--- src/rtl/pwrdn_seq_pkg.sv ---
package pwrdn_seq_pkg;
    typedef enum logic [2:0] {
        ST_WAIT_PG,
        ST_RUN,
        ST_PARK,
        ST_OFF,
        ST_WAKE
    } seq_state_t;
endpackage

--- src/rtl/pdseq_pin_qual.sv ---
module pdseq_pin_qual (
    input  logic clk,
    input  logic rst_n,
    input  logic pin_i,
    output logic pg_seen_o,
    output logic pd_det_o
);
    logic sy1_q, sy2_q, sy2_d_q, pg_q, pd_q;

    always_ff @(posedge clk or negedge rst_n) begin
        if (!rst_n) begin
            sy1_q   <= 1'b1;
            sy2_q   <= 1'b1;
            sy2_d_q <= 1'b1;
            pg_q    <= 1'b0;
            pd_q    <= 1'b0;
        end else begin
            sy1_q   <= pin_i;
            sy2_q   <= sy1_q;
            sy2_d_q <= sy2_q;
            pg_q    <= pg_q | ~sy2_q;
            pd_q    <= pg_q & sy2_q & sy2_d_q;
        end
    end

    assign pg_seen_o = pg_q;
    assign pd_det_o  = pd_q;


    pg_sticky_chk: assert property (@(posedge clk) disable iff (!rst_n)
        pg_q |=> pg_q);


    pd_two_sample_chk: assert property (@(posedge clk) disable iff (!rst_n)
        $rose(pd_q) |-> ($past(sy2_q, 1) && $past(sy2_q, 2)));
endmodule

--- src/rtl/pdseq_park_lane.sv ---
module pdseq_park_lane (
    input  logic clk,
    input  logic rst_n,
    input  logic watch_i,
    input  logic park_req_i,
    input  logic force_i,
    output logic parked_o
);
    logic watch_q, parked_q;

    always_ff @(posedge clk or negedge rst_n) begin
        if (!rst_n) begin
            watch_q  <= 1'b0;
            parked_q <= 1'b1;
        end else begin
            watch_q <= watch_i;
            if (!park_req_i)
                parked_q <= 1'b0;
            else if (force_i || (watch_q && !watch_i))
                parked_q <= 1'b1;
        end
    end

    assign parked_o = parked_q;


    park_hold_chk: assert property (@(posedge clk) disable iff (!rst_n)
        (parked_q && park_req_i) |=> parked_q);


    park_release_chk: assert property (@(posedge clk) disable iff (!rst_n)
        !park_req_i |=> !parked_q);
endmodule

--- src/rtl/pdseq_fsm.sv ---
module pdseq_fsm
    import pwrdn_seq_pkg::*;
#(
    parameter int PARK_MAX = 16,
    parameter int WAKE_CYC = 8
) (
    input  logic clk,
    input  logic rst_n,
    input  logic pg_seen_i,
    input  logic pd_det_i,
    input  logic all_parked_i,
    output logic park_req_o,
    output logic force_park_o,
    output logic clk_en_o
);
    localparam int PCW       = $clog2(PARK_MAX + 1);
    localparam int WCW       = (WAKE_CYC > 2) ? $clog2(WAKE_CYC) : 1;
    localparam int WAKE_LAST = WAKE_CYC - 1;

    seq_state_t state_q, state_n;
    logic [PCW-1:0] park_cnt_q;
    logic [WCW-1:0] wake_cnt_q;

    always_comb begin
        state_n = state_q;
        unique case (state_q)
            ST_WAIT_PG: if (pg_seen_i) state_n = ST_RUN;
            ST_RUN:     if (pd_det_i) state_n = ST_PARK;
            ST_PARK:    if (all_parked_i) state_n = ST_OFF;
            ST_OFF:     if (!pd_det_i) state_n = ST_WAKE;
            ST_WAKE: begin
                if (pd_det_i)
                    state_n = ST_OFF;
                else if (wake_cnt_q == WCW'(WAKE_LAST))
                    state_n = ST_RUN;
            end
            default:    state_n = ST_WAIT_PG;
        endcase
    end

    always_ff @(posedge clk or negedge rst_n) begin
        if (!rst_n) begin
            state_q    <= ST_WAIT_PG;
            park_cnt_q <= '0;
            wake_cnt_q <= '0;
        end else begin
            state_q <= state_n;
            if (state_q != ST_PARK)
                park_cnt_q <= '0;
            else if (park_cnt_q != PCW'(PARK_MAX))
                park_cnt_q <= park_cnt_q + 1'b1;
            if (state_q != ST_WAKE)
                wake_cnt_q <= '0;
            else
                wake_cnt_q <= wake_cnt_q + 1'b1;
        end
    end

    always_comb begin
        park_req_o   = (state_q != ST_RUN);
        force_park_o = (state_q == ST_WAIT_PG) ||
                       ((state_q == ST_PARK) && (park_cnt_q == PCW'(PARK_MAX)));
        clk_en_o     = (state_q != ST_OFF);
    end


    off_after_park_chk: assert property (@(posedge clk) disable iff (!rst_n)
        (state_q == ST_OFF) |-> all_parked_i);


    park_window_chk: assert property (@(posedge clk) disable iff (!rst_n)
        park_cnt_q <= PCW'(PARK_MAX));


    wake_len_chk: assert property (@(posedge clk) disable iff (!rst_n)
        ((state_q == ST_RUN) && ($past(state_q) == ST_WAKE))
        |-> ($past(wake_cnt_q) == WCW'(WAKE_LAST)));


    wake_abort_chk: assert property (@(posedge clk) disable iff (!rst_n)
        ((state_q == ST_WAKE) && pd_det_i) |=> (state_q == ST_OFF));
endmodule

--- src/rtl/pwrdn_seq.sv ---
module pwrdn_seq #(
    parameter int NUM_SE   = 2,
    parameter int NUM_DIF  = 3,
    parameter int PARK_MAX = 16,
    parameter int WAKE_CYC = 8
) (
    input  logic               clk_cpu,
    input  logic               rst_n,
    input  logic               pin_pgpd,
    input  logic [NUM_SE-1:0]  se_clk_i,
    input  logic [NUM_DIF-1:0] dif_t_i,
    input  logic [NUM_DIF-1:0] dif_c_i,
    input  logic [NUM_DIF-1:0] drv_mode_i,
    output logic [NUM_SE-1:0]  se_clk_o,
    output logic [NUM_DIF-1:0] dif_t_o,
    output logic [NUM_DIF-1:0] dif_c_o,
    output logic [NUM_DIF-1:0] dif_t_oe_o,
    output logic [NUM_DIF-1:0] dif_c_oe_o,
    output logic               osc_en_o,
    output logic               vco_en_o
);
    logic pg_seen, pd_det, park_req, force_park, clk_en, all_parked;
    logic [NUM_SE-1:0]  se_parked;
    logic [NUM_DIF-1:0] dif_parked;

    pdseq_pin_qual u_qual (
        .clk       (clk_cpu),
        .rst_n     (rst_n),
        .pin_i     (pin_pgpd),
        .pg_seen_o (pg_seen),
        .pd_det_o  (pd_det)
    );

    pdseq_fsm #(.PARK_MAX(PARK_MAX), .WAKE_CYC(WAKE_CYC)) u_fsm (
        .clk          (clk_cpu),
        .rst_n        (rst_n),
        .pg_seen_i    (pg_seen),
        .pd_det_i     (pd_det),
        .all_parked_i (all_parked),
        .park_req_o   (park_req),
        .force_park_o (force_park),
        .clk_en_o     (clk_en)
    );

    for (genvar i = 0; i < NUM_SE; i++) begin : g_se
        pdseq_park_lane u_lane (
            .clk        (clk_cpu),
            .rst_n      (rst_n),
            .watch_i    (se_clk_i[i]),
            .park_req_i (park_req),
            .force_i    (force_park),
            .parked_o   (se_parked[i])
        );
        assign se_clk_o[i] = se_parked[i] ? 1'b0 : se_clk_i[i];
    end

    for (genvar g = 0; g < NUM_DIF; g++) begin : g_dif
        pdseq_park_lane u_lane (
            .clk        (clk_cpu),
            .rst_n      (rst_n),
            .watch_i    (dif_c_i[g]),
            .park_req_i (park_req),
            .force_i    (force_park),
            .parked_o   (dif_parked[g])
        );
        always_comb begin
            if (dif_parked[g]) begin
                dif_t_o[g]    = ~drv_mode_i[g];
                dif_t_oe_o[g] = ~drv_mode_i[g];
                dif_c_o[g]    = 1'b0;
                dif_c_oe_o[g] = 1'b0;
            end else begin
                dif_t_o[g]    = dif_t_i[g];
                dif_t_oe_o[g] = 1'b1;
                dif_c_o[g]    = dif_c_i[g];
                dif_c_oe_o[g] = 1'b1;
            end
        end
    end

    assign all_parked = (&se_parked) & (&dif_parked);
    assign osc_en_o   = clk_en;
    assign vco_en_o   = clk_en;
endmodule

--- config.mk ---
export PLATFORM = sky130hd
export DESIGN_NAME = pwrdn_seq
export DESIGN_NICKNAME = d
export VERILOG_FILES = /design/src/rtl/pwrdn_seq_pkg.sv /design/src/rtl/pdseq_pin_qual.sv /design/src/rtl/pdseq_park_lane.sv /design/src/rtl/pdseq_fsm.sv /design/src/rtl/pwrdn_seq.sv
export SDC_FILE = /design/constraint.sdc
export NUM_CORES = 1
export LEC_CHECK = 0
export BUFFER_PORTS_ARGS = -buffer_cell sky130_fd_sc_hd__buf_2
export CORE_MARGIN = 3
export CORE_UTILIZATION = 51
export CTS_BUF_LIST = sky130_fd_sc_hd__clkbuf_4 sky130_fd_sc_hd__clkbuf_8 sky130_fd_sc_hd__clkbuf_16
export CTS_CLUSTER_DIAMETER = 40
export DETAILED_ROUTE_END_ITERATION = 10
export PLACE_DENSITY = 0.77
export SYNTH_ARGS = -nofsm -noshare
export SYNTH_HDL_FRONTEND = slang
export SYNTH_HIERARCHICAL = 1
export SYNTH_SLANG_ARGS = --single-unit
--- constraint.sdc ---
create_clock -name clk_cpu -period 1.9 [get_ports clk_cpu]
set_input_delay 0.095 -clock clk_cpu [delete_from_list [all_inputs] [get_ports clk_cpu]]
set_output_delay 0.095 -clock clk_cpu [all_outputs]
set_load 0.05 [all_outputs]
### After elaboration in Yosys (flattened, before gate mapping)

Index checks and enable logic that the tools add are counted.

* register bits after elaboration: 26
* input bits: 14
* word-level logic and storage cells: 105

* add/sub/neg operators: 2
* equal/unequal tests: 21
* muxes and demuxes: 34
* bitwise gates (word level): 8
* reductions and logical operators: 22

Operators with widths (count)
* 2-to-1 mux 1 bit: 24
* 2-to-1 mux 3 bit: 7
* case mux 3 bit (5 select lines): 1
* inequality test 2 bit, second input constant: 7
* 2-to-1 mux 5 bit: 2
* inequality test 3 x 2 -> 1 bit, second input constant: 3
* equality test 3 x 2 -> 1 bit, second input constant: 2
* equality test 3 bit, second input constant: 2
* logical AND 1 bit: 6
* logical OR 1 bit: 6
* adder 5 x 1 -> 5 bit, second input constant: 1
* equality test 5 bit, second input constant: 1
* logical NOT 1 bit: 5
* inequality test 5 bit, second input constant: 1
* AND reduction 5 bit: 1
* inequality test 2 x 1 -> 1 bit, second input constant: 2
* inverter 1 bit: 4
* adder 3 x 1 -> 3 bit, second input constant: 1
* AND 1 bit: 3
* equality test 3 x 1 -> 1 bit, second input constant: 1
* logical NOT 3 bit: 1
* inequality test 3 x 1 -> 1 bit, second input constant: 1
* inequality test 3 bit, second input constant: 1
* AND reduction 3 bit: 1
* other kinds (3): 3

### Depth between registers and ports, before layout

* depth in word-level cells: 6
* gate-level depth with buffers: 5
* gate-level depth less buffers: 5

### Hierarchy

Netlist, hierarchy kept.

Modules (own cells, without submodules)
* pdseq_fsm: times used 1, cells an instance 53, area each 575.6 um^2, seq. area each 275.3 um^2
* pdseq_park_lane: times used 5, cells an instance 4, area each 66.3 um^2, seq. area each 51.3 um^2
* pdseq_pin_qual: times used 1, cells an instance 7, area each 141.4 um^2, seq. area each 128.9 um^2
* pwrdn_seq: times used 1, cells an instance 20, area each 111.4 um^2, seq. area each 0.0 um^2

### Worst setup path after synthesis

OpenSTA, ideal clock, no wires.

* kind: register to output
* start: register g_dif[2].u_lane.parked_q
* end: output port dif_t_o[2]
* data arrival time: 1.550 ns
* path slack: 0.255 ns
* stages on the path, launching flop included: 3
* buffers on the path: 0
* path through: dfstp_2 > inv_1 > o21ai_1

* cells in the longest elaborated chain, start to end: 1

RTL lines
* start: declaration: line pdseq_park_lane.sv:9 `logic watch_q, parked_q;`
* start signal: assignment: line pdseq_park_lane.sv:14 `parked_q <= 1'b1;`
* start signal: assignment: line pdseq_park_lane.sv:18 `parked_q <= 1'b0;`
* start signal: assignment: line pdseq_park_lane.sv:20 `parked_q <= 1'b1;`
* 2-to-1 mux 1 bit: line pwrdn_seq.sv:67 `if (dif_parked[g]) begin`
* end: declaration: line pwrdn_seq.sv:15 `output logic [NUM_DIF-1:0] dif_t_o,`

No other way between the ends.

### Final worst setup path

* start: register u_fsm.park_cnt_q[0]
* end: register g_dif[0].u_lane.parked_q

* cells in the longest elaborated chain, start to end: 5

RTL lines
* start: declaration: line pdseq_fsm.sv:21 `logic [PCW-1:0] park_cnt_q;`
* start signal: assignment: line pdseq_fsm.sv:51 `park_cnt_q <= park_cnt_q + 1'b1;`
* equality test 5 bit: line pdseq_fsm.sv:62 `((state_q == ST_PARK) && (park_cnt_q == PCW'(PARK_MAX)));`
* logical AND 1 bit: line pdseq_fsm.sv:62
* logical OR 1 bit: line pdseq_fsm.sv:61 `force_park_o = (state_q == ST_WAIT_PG) ||`
* via force_park: line pwrdn_seq.sv:22 `logic pg_seen, pd_det, park_req, force_park, clk_en, all_parked;`
* logical OR 1 bit: line pdseq_park_lane.sv:19 `else if (force_i || (watch_q && !watch_i))`
* inequality test 2 bit (no source line)
* end signal: assignment: line pdseq_park_lane.sv:14
* end signal: assignment: line pdseq_park_lane.sv:18
* end signal: assignment: line pdseq_park_lane.sv:20
* end: declaration: line pdseq_park_lane.sv:9

The timed path passes the listed nets, and every way through them passes these cells.
A chain may end at the register's enable or synchronous reset.

==> results.md <==
- TritonRoute pass-1 iters: 4
- Post-synth cell types: 28
- Global placer's final weighted congestion: approximately 0.74
- Final critical-path required period: 1470 ps
- Slew @ Worst Pin: 562 ps
- Post-synth top area share: 0.388
- I/O Pins: 30
- Worst clock skew: 5.59 ps
- Power per cell area: 1490 nW/µm²
- Max Fclk: 678 MHz
- Worst Setup SP: u_fsm/park_cnt_q[0]
- FF+latch count, synth: 26
- Layout cell share with drive strength beyond 1: 0.333
- CTS clk-pin slew, worst paths: ~140 ps
- Hold Crit Class: primary input to asynchronous set/reset pin
- Final Max Slew Viols: 0
- Fin cells: around 170
- RSZ-0062 raised after global routing: false
- Place WS: between 400 and 500 ps
- Nets: about 160
- Diode count: 0
- Peak VDD IR: 0.00135 V
- First-pass GRT wire length: 3.42 mm
- FP Rows: 16
- Status: completed
- Core area: between 2000 and 2500 µm²
- Gr ovfl total: 0
- Fillers: 159
- Crit-path max cell delay: 400 ps
- Clock root buffer: clkbuf_4
- Initial antenna violation count: 0
- Min Hold Slack: 281 ps
- Number of port buffers: 29
- Required @ worst endpoint: 2160 ps
- CP cell instances: inv_1, ha_1, and4bb_4, o21a_1, o31a_1
- Largest net degree at the start of global routing: 27
- Synth Cell Area: 1160 µm²
- Leak: 0.665 nW
- Vias in the first global route: about 820
- Initial DRC count: 11
- Post-route ant nets: 0
- Worst-Skew Late Latency: 320 ps
- Wire per inst: 12.5 µm
- DR DRC count: 0
- DR vias: 834
- GRT Overall Usage: 0.162
- Slew headroom: 0.626
- WS Path Type: register to register
- Die X-Extent: ~54 µm
- CTS tree: built
- Via density: 5.05
- Max FO, Critical Path: 5
- Setup-failing EPs final: 0
- Yosys top cell by area: dfrtp_1
- Mapped Avg Cell Area: around 12 µm²
- Syn_nets: 118
- Placed insts: 154
- Post-Route WL: roughly 2.1 mm
- Max_cap viols: 0
- TNS Setup: 0 ps
- DIE AREA: 2880 µm²
- Final Util: 0.692
- Crit end category: register
- Clock Path Buffers: 2
- Area Growth Syn to Fin: 23.0%
- Final period util: 0.776
- DPL Wire Length: 1.50 mm
- CP max-delay cell: dfrtp_1
- Post-Syn Instances: 100
- Ys Warns: 6
- Post-synthesis sequential area ratio: 0.570
- Top post-synthesis cells by area: dfrtp_1 (39%), dfstp_2 (18%), nor2b_1 (5.4%), ha_1 (4.3%), o31a_1 (3.8%)
- Startpoint Class: register
- Final worst setup slack: 426 ps
- Data arrival, critical path: approximately 1700 ps
- Die Y: approximately 54 µm
- Most common cell after layout, fill and taps aside: buf_2
- CTS HTree Levels: 1
- Commonest cells after routing, fill and taps aside: buf_2 (29), dfrtp_1 (18), nor2b_1 (10), dfstp_2 (8)
- Fin. Hold Viols: 0
- # clock sinks: 26
- Reg-to-reg startpoint: u_fsm/park_cnt_q[0]
- Initial Util: 0.562
- CTS Buf Count: 3
## kinds of logic after synthesis
logic type,Yosys count,synth area share
buffers and inverters,8,0.0356
muxes,3,0.0259
adders and majority gates,4,0.0432
xor gates and xnor gates,5,0.0378
and+or+nand+nor,42,0.215
AOI/OAI and AO/OA,12,0.0734
DFF,26,0.570
## cells in the mapped netlist (all sizes together)
cell type and count:
nor3 3, xor2 2, nand2b 5, xnor2 3
inv 6, nor2 6, and2 2, nor3b 1
buf 2, a211o 1, and4bb 1, dfstp 8
ha 4, nand2 7, and2b 2, nor4b 1
mux2i 3, nand3 3, dfrtp 18, and3 1
nor2b 10, o21ai 4, o21a 1, a21oi 1
o31a 5
## final timing paths
check	cells after the start	slack (ps)	endpoint
worst max-delay path	5	430	g_dif[0].u_lane/parked_o
worst min-delay path	2	280	u_fsm/park_cnt_q[2]
worst max register to register	5	430	g_dif[0].u_lane/parked_o
worst min register to register	0	370	u_qual/sy2_q
max in group asynchronous	2	1240	u_qual/sy2_d_q
min in group clk_cpu	0	370	u_qual/sy2_q
## layer usage
layer  global-route usage  vias up  wire (µm)
li1                     -      411          -
met1                0.189      401        953
met2                0.294       22       1000
met3               0.0305        0        103
met4               0.0511        0          0
met5                    0        -          0
## critical path, delay by kind of cell, from the launching register on
family / cells / cell delay, ps
buffers and inverters: 1 / 80
adders and majority gates: 1 / 190
AOI/OAI and AO/OA: 2 / 530
and+or+nand+nor: 1 / 220
DFF: 1 / 400
## where the power goes
part | internal, mW | leakage, nW | switching [mW]
combinational | 0.308 | 0.331 | 0.699
sequential | 0.708 | 0.313 | 0.133
clock | 0.117 | 0.0210 | 0.159
## through the flow
| step | power [mW] | area, µm² |
|---|---|---|
| 4_1_cts | 2.14 | 1430 |
| 6_report | 2.12 | 1430 |
| 2_1_floorplan | 1.64 | 1160 |
| 3_3_place_gp | 1.82 | 1320 |
| 5_1_grt | 2.25 | 1430 |
| 3_5_place_dp | 1.85 | 1320 |
## final cells by class
class                      count  area (µm²)  area share
sequential                    26         661       0.463
multi-input combinational     66         458       0.321
timing repair buffer          36         215       0.151
clock buffer                   4        36.3      0.0254
tap                           27        33.8      0.0237
inverter                       6        22.5      0.0158
## flip-flops by register name, indices dropped and copies added (netlist names)
name                   count
g_se.u_lane/parked_o       2
g_dif.u_lane/watch_q       3
u_fsm/park_cnt_q           5
u_fsm/state_q              3
g_dif.u_lane/parked_o      3
u_qual/sy2_d_q             1
u_qual/sy2_q               1
u_qual/sy1_q               1
g_se.u_lane/watch_q        2
u_qual/pd_det_o            1
u_fsm/wake_cnt_q           3
u_qual/pg_seen_o           1
## repair_timing
item | 4_1_cts | 5_1_grt
setup endpoints to repair | 0 | 0
hold buffers | 7 | 0
endpoints found under the hold margin | 24 | 0
gates resized for setup | 0 | 0
setup buffers | 0 | 0
Note: power is estimated with default switching activity, not from simulation.
